### src/rtl/cmd_regdec_pkg.sv
package cmd_regdec_pkg;

  localparam logic [7:0] OP_LOAD        = 8'h61;
  localparam logic [7:0] IDX_SRC_ORG    = 8'h49;
  localparam logic [7:0] IDX_SRC_SIZE   = 8'h4A;
  localparam logic [7:0] IDX_DST_ADDR   = 8'h4B;
  localparam logic [7:0] IDX_DST_STRIDE = 8'h4D;
  localparam logic [7:0] IDX_COPY_CTL   = 8'h52;

  typedef enum logic {
    PS_IDLE    = 1'b0,
    PS_COLLECT = 1'b1
  } pstate_e;

endpackage

### src/rtl/cmd_parser.sv
module cmd_parser
  import cmd_regdec_pkg::*;
#(
  parameter int BYTE_W     = 8,
  parameter int WORD_BYTES = 4,
  localparam int WORD_W    = BYTE_W * WORD_BYTES,
  localparam int CNT_W     = $clog2(WORD_BYTES)
) (
  input  logic              clk,
  input  logic              rst_n,
  input  logic              byte_fire,
  input  logic [BYTE_W-1:0] byte_in,
  output logic              wr_stb,
  output logic [WORD_W-1:0] wr_word,
  output logic              err
);

  localparam logic [CNT_W-1:0] CNT_LAST = CNT_W'(WORD_BYTES - 1);

  pstate_e           state_q, state_d;
  logic [CNT_W-1:0]  cnt_q, cnt_d;
  logic [WORD_W-1:0] shift_q, shift_d;
  logic              stb_q, stb_d;
  logic              err_q, err_d;

  always_comb begin
    state_d = state_q;
    cnt_d   = cnt_q;
    shift_d = shift_q;
    stb_d   = 1'b0;
    err_d   = 1'b0;
    if (byte_fire) begin
      unique case (state_q)
        PS_IDLE: begin
          if (byte_in == OP_LOAD[BYTE_W-1:0]) begin
            state_d = PS_COLLECT;
            cnt_d   = '0;
          end else begin
            err_d = 1'b1;
          end
        end
        PS_COLLECT: begin
          shift_d = {shift_q[WORD_W-BYTE_W-1:0], byte_in};
          if (cnt_q == CNT_LAST) begin
            state_d = PS_IDLE;
            stb_d   = 1'b1;
          end else begin
            cnt_d = cnt_q + 1'b1;
          end
        end
        default: state_d = PS_IDLE;
      endcase
    end
  end

  always_ff @(posedge clk or negedge rst_n) begin
    if (!rst_n) begin
      state_q <= PS_IDLE;
      cnt_q   <= '0;
      shift_q <= '0;
      stb_q   <= 1'b0;
      err_q   <= 1'b0;
    end else begin
      state_q <= state_d;
      cnt_q   <= cnt_d;
      shift_q <= shift_d;
      stb_q   <= stb_d;
      err_q   <= err_d;
    end
  end

  assign wr_stb  = stb_q;
  assign wr_word = shift_q;
  assign err     = err_q;

  AST_STB_SINGLE: assert property (@(posedge clk) disable iff (!rst_n)
    wr_stb |=> !wr_stb);
  AST_ERR_AFTER_BYTE: assert property (@(posedge clk) disable iff (!rst_n)
    err |-> $past(byte_fire));

endmodule

### src/rtl/cmd_regfile.sv
module cmd_regfile
  import cmd_regdec_pkg::*;
#(
  parameter int               IDX_W      = 8,
  parameter int               DATA_W     = 24,
  parameter int               NUM_FILT   = 4,
  parameter int               FILT_BASE  = 1,
  parameter logic [DATA_W-1:0] FILT_RESET = 24'h666666,
  parameter int               STRIDE_W   = 10,
  parameter int               CLR_BIT    = 11,
  parameter int               START_LO   = 12
) (
  input  logic              clk,
  input  logic              rst_n,
  input  logic              wr_stb,
  input  logic [IDX_W-1:0]  wr_idx,
  input  logic [DATA_W-1:0] wr_data,
  input  logic [IDX_W-1:0]  rd_idx,
  output logic [DATA_W-1:0] rd_data,
  output logic              clr_en,
  output logic              start_req
);

  logic [DATA_W-1:0]   org_q, org_d;
  logic [DATA_W-1:0]   size_q, size_d;
  logic [DATA_W-1:0]   addr_q, addr_d;
  logic [STRIDE_W-1:0] stride_q, stride_d;
  logic                clr_q, clr_d;
  logic [DATA_W-1:0]   filt_q [NUM_FILT];
  logic [DATA_W-1:0]   filt_d [NUM_FILT];
  logic [NUM_FILT-1:0] filt_hit;

  for (genvar g = 0; g < NUM_FILT; g++) begin : g_filt_hit
    assign filt_hit[g] = wr_stb && (wr_idx == IDX_W'(FILT_BASE + g));
  end

  always_comb begin
    org_d    = org_q;
    size_d   = size_q;
    addr_d   = addr_q;
    stride_d = stride_q;
    clr_d    = clr_q;
    if (wr_stb) begin
      if (wr_idx == IDX_SRC_ORG)    org_d    = wr_data;
      if (wr_idx == IDX_SRC_SIZE)   size_d   = wr_data;
      if (wr_idx == IDX_DST_ADDR)   addr_d   = wr_data;
      if (wr_idx == IDX_DST_STRIDE) stride_d = wr_data[STRIDE_W-1:0];
      if (wr_idx == IDX_COPY_CTL)   clr_d    = wr_data[CLR_BIT];
    end
    for (int i = 0; i < NUM_FILT; i++) begin
      filt_d[i] = filt_hit[i] ? wr_data : filt_q[i];
    end
  end

  always_ff @(posedge clk or negedge rst_n) begin
    if (!rst_n) begin
      org_q    <= '0;
      size_q   <= '0;
      addr_q   <= '0;
      stride_q <= '0;
      clr_q    <= 1'b0;
      for (int i = 0; i < NUM_FILT; i++) filt_q[i] <= FILT_RESET;
    end else begin
      org_q    <= org_d;
      size_q   <= size_d;
      addr_q   <= addr_d;
      stride_q <= stride_d;
      clr_q    <= clr_d;
      for (int i = 0; i < NUM_FILT; i++) filt_q[i] <= filt_d[i];
    end
  end

  always_comb begin
    rd_data = '0;
    if (rd_idx == IDX_SRC_ORG)    rd_data = org_q;
    if (rd_idx == IDX_SRC_SIZE)   rd_data = size_q;
    if (rd_idx == IDX_DST_ADDR)   rd_data = addr_q;
    if (rd_idx == IDX_DST_STRIDE) rd_data = DATA_W'(stride_q);
    if (rd_idx == IDX_COPY_CTL)   rd_data[CLR_BIT] = clr_q;
    for (int i = 0; i < NUM_FILT; i++) begin
      if (rd_idx == IDX_W'(FILT_BASE + i)) rd_data = filt_q[i];
    end
  end

  assign clr_en    = clr_q;
  assign start_req = wr_stb && (wr_idx == IDX_COPY_CTL)
                   && wr_data[START_LO] && wr_data[START_LO+1];

  AST_STRIDE_LANDS: assert property (@(posedge clk) disable iff (!rst_n)
    (wr_stb && wr_idx == IDX_DST_STRIDE) |=> stride_q == $past(wr_data[STRIDE_W-1:0]));

endmodule

### src/rtl/cmd_start_ctl.sv
module cmd_start_ctl (
  input  logic clk,
  input  logic rst_n,
  input  logic start_req,
  input  logic eng_busy,
  output logic start_pulse,
  output logic stall
);

  logic pend_q, pend_d;

  always_comb begin
    pend_d = start_req || (pend_q && eng_busy);
  end

  always_ff @(posedge clk or negedge rst_n) begin
    if (!rst_n) pend_q <= 1'b0;
    else        pend_q <= pend_d;
  end

  assign start_pulse = pend_q && !eng_busy;
  assign stall       = pend_q && eng_busy;

  AST_PULSE_SINGLE: assert property (@(posedge clk) disable iff (!rst_n)
    start_pulse |=> !start_pulse);
  AST_PULSE_NOT_BUSY: assert property (@(posedge clk) disable iff (!rst_n)
    start_pulse |-> !eng_busy);
  AST_PEND_HELD: assert property (@(posedge clk) disable iff (!rst_n)
    (pend_q && eng_busy) |=> pend_q);

endmodule

### src/rtl/cmd_regdec.sv
module cmd_regdec
  import cmd_regdec_pkg::*;
#(
  parameter int BYTE_W     = 8,
  parameter int WORD_BYTES = 4,
  parameter int NUM_FILT   = 4,
  parameter int STRIDE_W   = 10,
  localparam int WORD_W    = BYTE_W * WORD_BYTES,
  localparam int IDX_W     = BYTE_W,
  localparam int DATA_W    = WORD_W - IDX_W
) (
  input  logic              clk,
  input  logic              rst_n,
  input  logic              in_valid,
  input  logic [BYTE_W-1:0] in_data,
  output logic              in_ready,
  input  logic              eng_busy,
  output logic              start_pulse,
  output logic              clr_en,
  output logic              err_unknown,
  input  logic [IDX_W-1:0]  rd_idx,
  output logic [DATA_W-1:0] rd_data
);

  logic rst_m_q, rst_s_q;

  always_ff @(posedge clk or negedge rst_n) begin
    if (!rst_n) begin
      rst_m_q <= 1'b0;
      rst_s_q <= 1'b0;
    end else begin
      rst_m_q <= 1'b1;
      rst_s_q <= rst_m_q;
    end
  end

  logic              byte_fire;
  logic              wr_stb;
  logic [WORD_W-1:0] wr_word;
  logic              start_req;
  logic              stall;

  assign in_ready  = !stall;
  assign byte_fire = in_valid && in_ready;

  cmd_parser #(.BYTE_W(BYTE_W), .WORD_BYTES(WORD_BYTES)) u_parser (
    .clk       (clk),
    .rst_n     (rst_s_q),
    .byte_fire (byte_fire),
    .byte_in   (in_data),
    .wr_stb    (wr_stb),
    .wr_word   (wr_word),
    .err       (err_unknown)
  );

  cmd_regfile #(
    .IDX_W    (IDX_W),
    .DATA_W   (DATA_W),
    .NUM_FILT (NUM_FILT),
    .STRIDE_W (STRIDE_W)
  ) u_regfile (
    .clk       (clk),
    .rst_n     (rst_s_q),
    .wr_stb    (wr_stb),
    .wr_idx    (wr_word[WORD_W-1 -: IDX_W]),
    .wr_data   (wr_word[DATA_W-1:0]),
    .rd_idx    (rd_idx),
    .rd_data   (rd_data),
    .clr_en    (clr_en),
    .start_req (start_req)
  );

  cmd_start_ctl u_start (
    .clk         (clk),
    .rst_n       (rst_s_q),
    .start_req   (start_req),
    .eng_busy    (eng_busy),
    .start_pulse (start_pulse),
    .stall       (stall)
  );

  AST_READY_ONLY_BUSY: assert property (@(posedge clk) disable iff (!rst_s_q)
    !in_ready |-> eng_busy);

endmodule

### config.mk
export PLATFORM = sky130hd
export DESIGN_NAME = cmd_regdec
export DESIGN_NICKNAME = d
export VERILOG_FILES = /design/src/rtl/cmd_regdec_pkg.sv /design/src/rtl/cmd_parser.sv /design/src/rtl/cmd_regfile.sv /design/src/rtl/cmd_start_ctl.sv /design/src/rtl/cmd_regdec.sv
export SDC_FILE = /design/constraint.sdc
export NUM_CORES = 1
export LEC_CHECK = 0
export BUFFER_PORTS_ARGS = -buffer_cell sky130_fd_sc_hd__buf_2
export CAP_MARGIN = 10
export CORE_ASPECT_RATIO = 0.7
export CORE_UTILIZATION = 50
export DETAILED_ROUTE_END_ITERATION = 10
export PLACE_DENSITY = 0.75
export SYNTH_ARGS = -nofsm -noshare
export SYNTH_HDL_FRONTEND = slang
export SYNTH_SLANG_ARGS = --single-unit
export TNS_END_PERCENT = 20
### constraint.sdc
create_clock -name clk -period 8.6 [get_ports clk]
set_clock_uncertainty 0.1 [all_clocks]
set_input_delay 0.86 -clock clk [delete_from_list [all_inputs] [get_ports clk]]
set_output_delay 0.86 -clock clk [all_outputs]
set_load 0.005 [all_outputs]
==> flow_summary.toml <==
[run_status]
outcome = "completed"

[placement]
place_congestion = 0.803
port_buffers = 47
place_ws_ps = 4300
place.detailed.hpwl_um = 13400

[route]
vias = 6427
drc_errors = 0
dr.pass1.iters = 5
wire_per_inst_um = 20.5
vias_per_cell = 5.92
drtAntennaViolNets = 0
drt-total-wl_um = 22200
drt_iter0_drc = 446

[floorplanning]
io_pins = 48
die_h_um = 120
start_util_pct = 51.9
dieArea_um2 = 20600
fp-row-count = 42
coreArea_um2 = 19200
die_w_um = 171

[final_layout]
nets = 825
multi_input_area_um2 = 4130
regArea_um2 = 5540
area_growth_pct = 10.7
fillerInstances = 1612
drive_gt1_share_pct = 45.6

[synthesis]
syn_area_um2 = 9990
yosys-top-cells-count = "228 x mux2_2, 171 x dfrtp_1, 48 x dfstp_2, 48 x o21ai_0, 41 x clkbuf_1"
async_flop_share_pct = 100
postSynthAreaPerCell_um2 = 12.7
synth_top_area_share_pct = 42.8
yosysTopAreaCell = "dfrtp_1"
syn-instance-count = 787
yosysWarnings = 0
synth.yosys.seq_area_share_pct = 55.5
ys_top_cells_by_area = "dfrtp_1 43%, mux2_2 26%, dfstp_2 13%, o21ai_0 2.4%, a22oi_1 2.0%"
ys_types = 40
ys.flop_type = "dfrtp_1"
synth_edf_count = 0
synth_nets = 808
yosys.cell_count.top_type = "mux2_2"
synth_seq_cells = 219

[cts]
cts_tree = "done"
path_clk_slew_ps = 60
clockRootBuffer = "clkbuf_16"
ctsHoldBuffers = 0
numCtsBuffers = 22
cts_max_level = 1
cts_resized = 0
postCtsSetupBuffers = 0
clockBufferDepth = 3
clock-sinks = 219
worstSkewPairLatency_ps = 510

[pwr]
vdd_drop_max_mv = 0.110
leakage_nw = 5.19
power.density_nw_per_um2 = 202

[worst_setup_path]
crit_chain = "buf_2 > buf_4 > nor2b_2 > buf_4 > a22oi_1 > o22ai_1 > a22oi_1 > a21oi_1 > buf_2"
worstPathRequired_ps = 7640
cp_slowest_cell = "buf_4"
cp-end-kind = "output port"
cp_num_buf_inv = 4
crit_type = "in2out"
arrival_ps = 3400
crit_family = "buffers and inverters"
critical_path.max_fanout = 65
cp-start-kind = "input port"
cp_slowest_stage_delay_ps = 610

[sta]
setup_viol = 0
period_needed_ps = 4360
hold_violations = 0
final_max_slew_viol_count = 0
min_period_over_period_pct = 50.7
max_freq_mhz = 229
relSlewSlack_pct = 30.5
layout_setup_ws_ps = 4240
rsz0062_at_grt = "false"
worst_pin_slew_ps = 1040
finalSetupTns_ps = 0

[min_path]
hold_class = "in2async"

[global_routing]
track_usage_pct = 22.8
antenna_found_initial = 2
grt_pass1_wl_um = 36400
grt_overflow = 0
grt_pass1_vias = 6499
grt_max_degree = 168

[flow_run]
drv_cap = 0
==> report_power, final <==
part / total, mW / switching, mW / internal (mW)
Sequential: 1.20 / 0.123 / 1.08
Clock: 0.902 / 0.391 / 0.511
Combinational: 0.132 / 0.0672 / 0.0648
Total: 2.23 / 0.582 / 1.65
==> cell families after synthesis <==
kind of cell	Yosys count	synth area share, %
AOI/OAI and AO/OA	150	9.32
adders and majority gates	1	0.125
buffers and inverters	78	3.43
DFF	219	55.5
muxes	231	26.0
other	1	0.0375
and+or+nand+nor	107	5.58
==> state kept, by name, summed over array words and instances (netlist names), 2 cells and up <==
register            count
u_regfile.filt_q       96
u_parser.wr_word       32
u_regfile.addr_q       24
u_regfile.org_q        24
u_regfile.size_q       24
u_regfile.stride_q     10
u_parser.cnt_q          2
==> area by class of cell <==
cell class	count	share of cell area, %
diodes	1	0.0226
clock buffers	35	5.80
clock inverters	5	0.249
inverters	12	0.407
multi-input cells	490	37.3
flip-flops and latches	219	50.2
well taps	264	2.99
repair buffers	59	3.06
==> placed cells by master (no fill, tap or decap), drive strengths merged, types with 4 or more instances in the layout <==
cell / instances
o22ai: 12
o221ai: 6
nand3: 14
mux2: 230
o21a: 4
buf: 59
nand2: 32
nor2b: 4
dfstp: 48
dfrtp: 171
o32ai: 13
inv: 12
a22oi: 26
nor2: 35
nor4b: 4
a21oi: 36
o21ai: 48
a221oi: 4
clkinv: 4
clkbuf: 35
==> layer usage <==
metal  vias up  GRT usage [%]  wire, um
met1      3333           33.9     10600
met4         2           5.13       372
met2       167           34.6      9920
met5         -              0         8
met3        36           4.55      1360
li1       2889              -         -
==> final timing paths <==
path / start / cells after the start / slack [ps] / end
worst min register to register: rst_m_q / 0 / 250 / rst_s_q
worst max register to register: u_parser.wr_word[29] / 6 / 5650 / u_regfile.size_q[7]
max in group asynchronous: rst_s_q / 1 / 6810 / u_regfile.filt_q[87]
worst max-delay path: rd_idx[1] / 9 / 4240 / rd_data[11]
worst min-delay path: rst_n / 1 / 30 / rst_s_q
min in group clk: rst_m_q / 0 / 250 / rst_s_q
==> stage by stage <==
stage	utilization, %	power, mW	instances	hold slack, ps	instance area [um2]
floorplan	-	1.28	787	231	9990
global placement	54.0	1.34	1044	236	10400
detailed placement	54.0	1.35	1044	243	10400
CTS	57.5	2.25	1084	17.4	11100
global route	57.5	2.32	1084	22.2	11100
finish	57.5	2.23	1085	30.8	11100
Note: power is estimated with default switching activity, not from simulation.
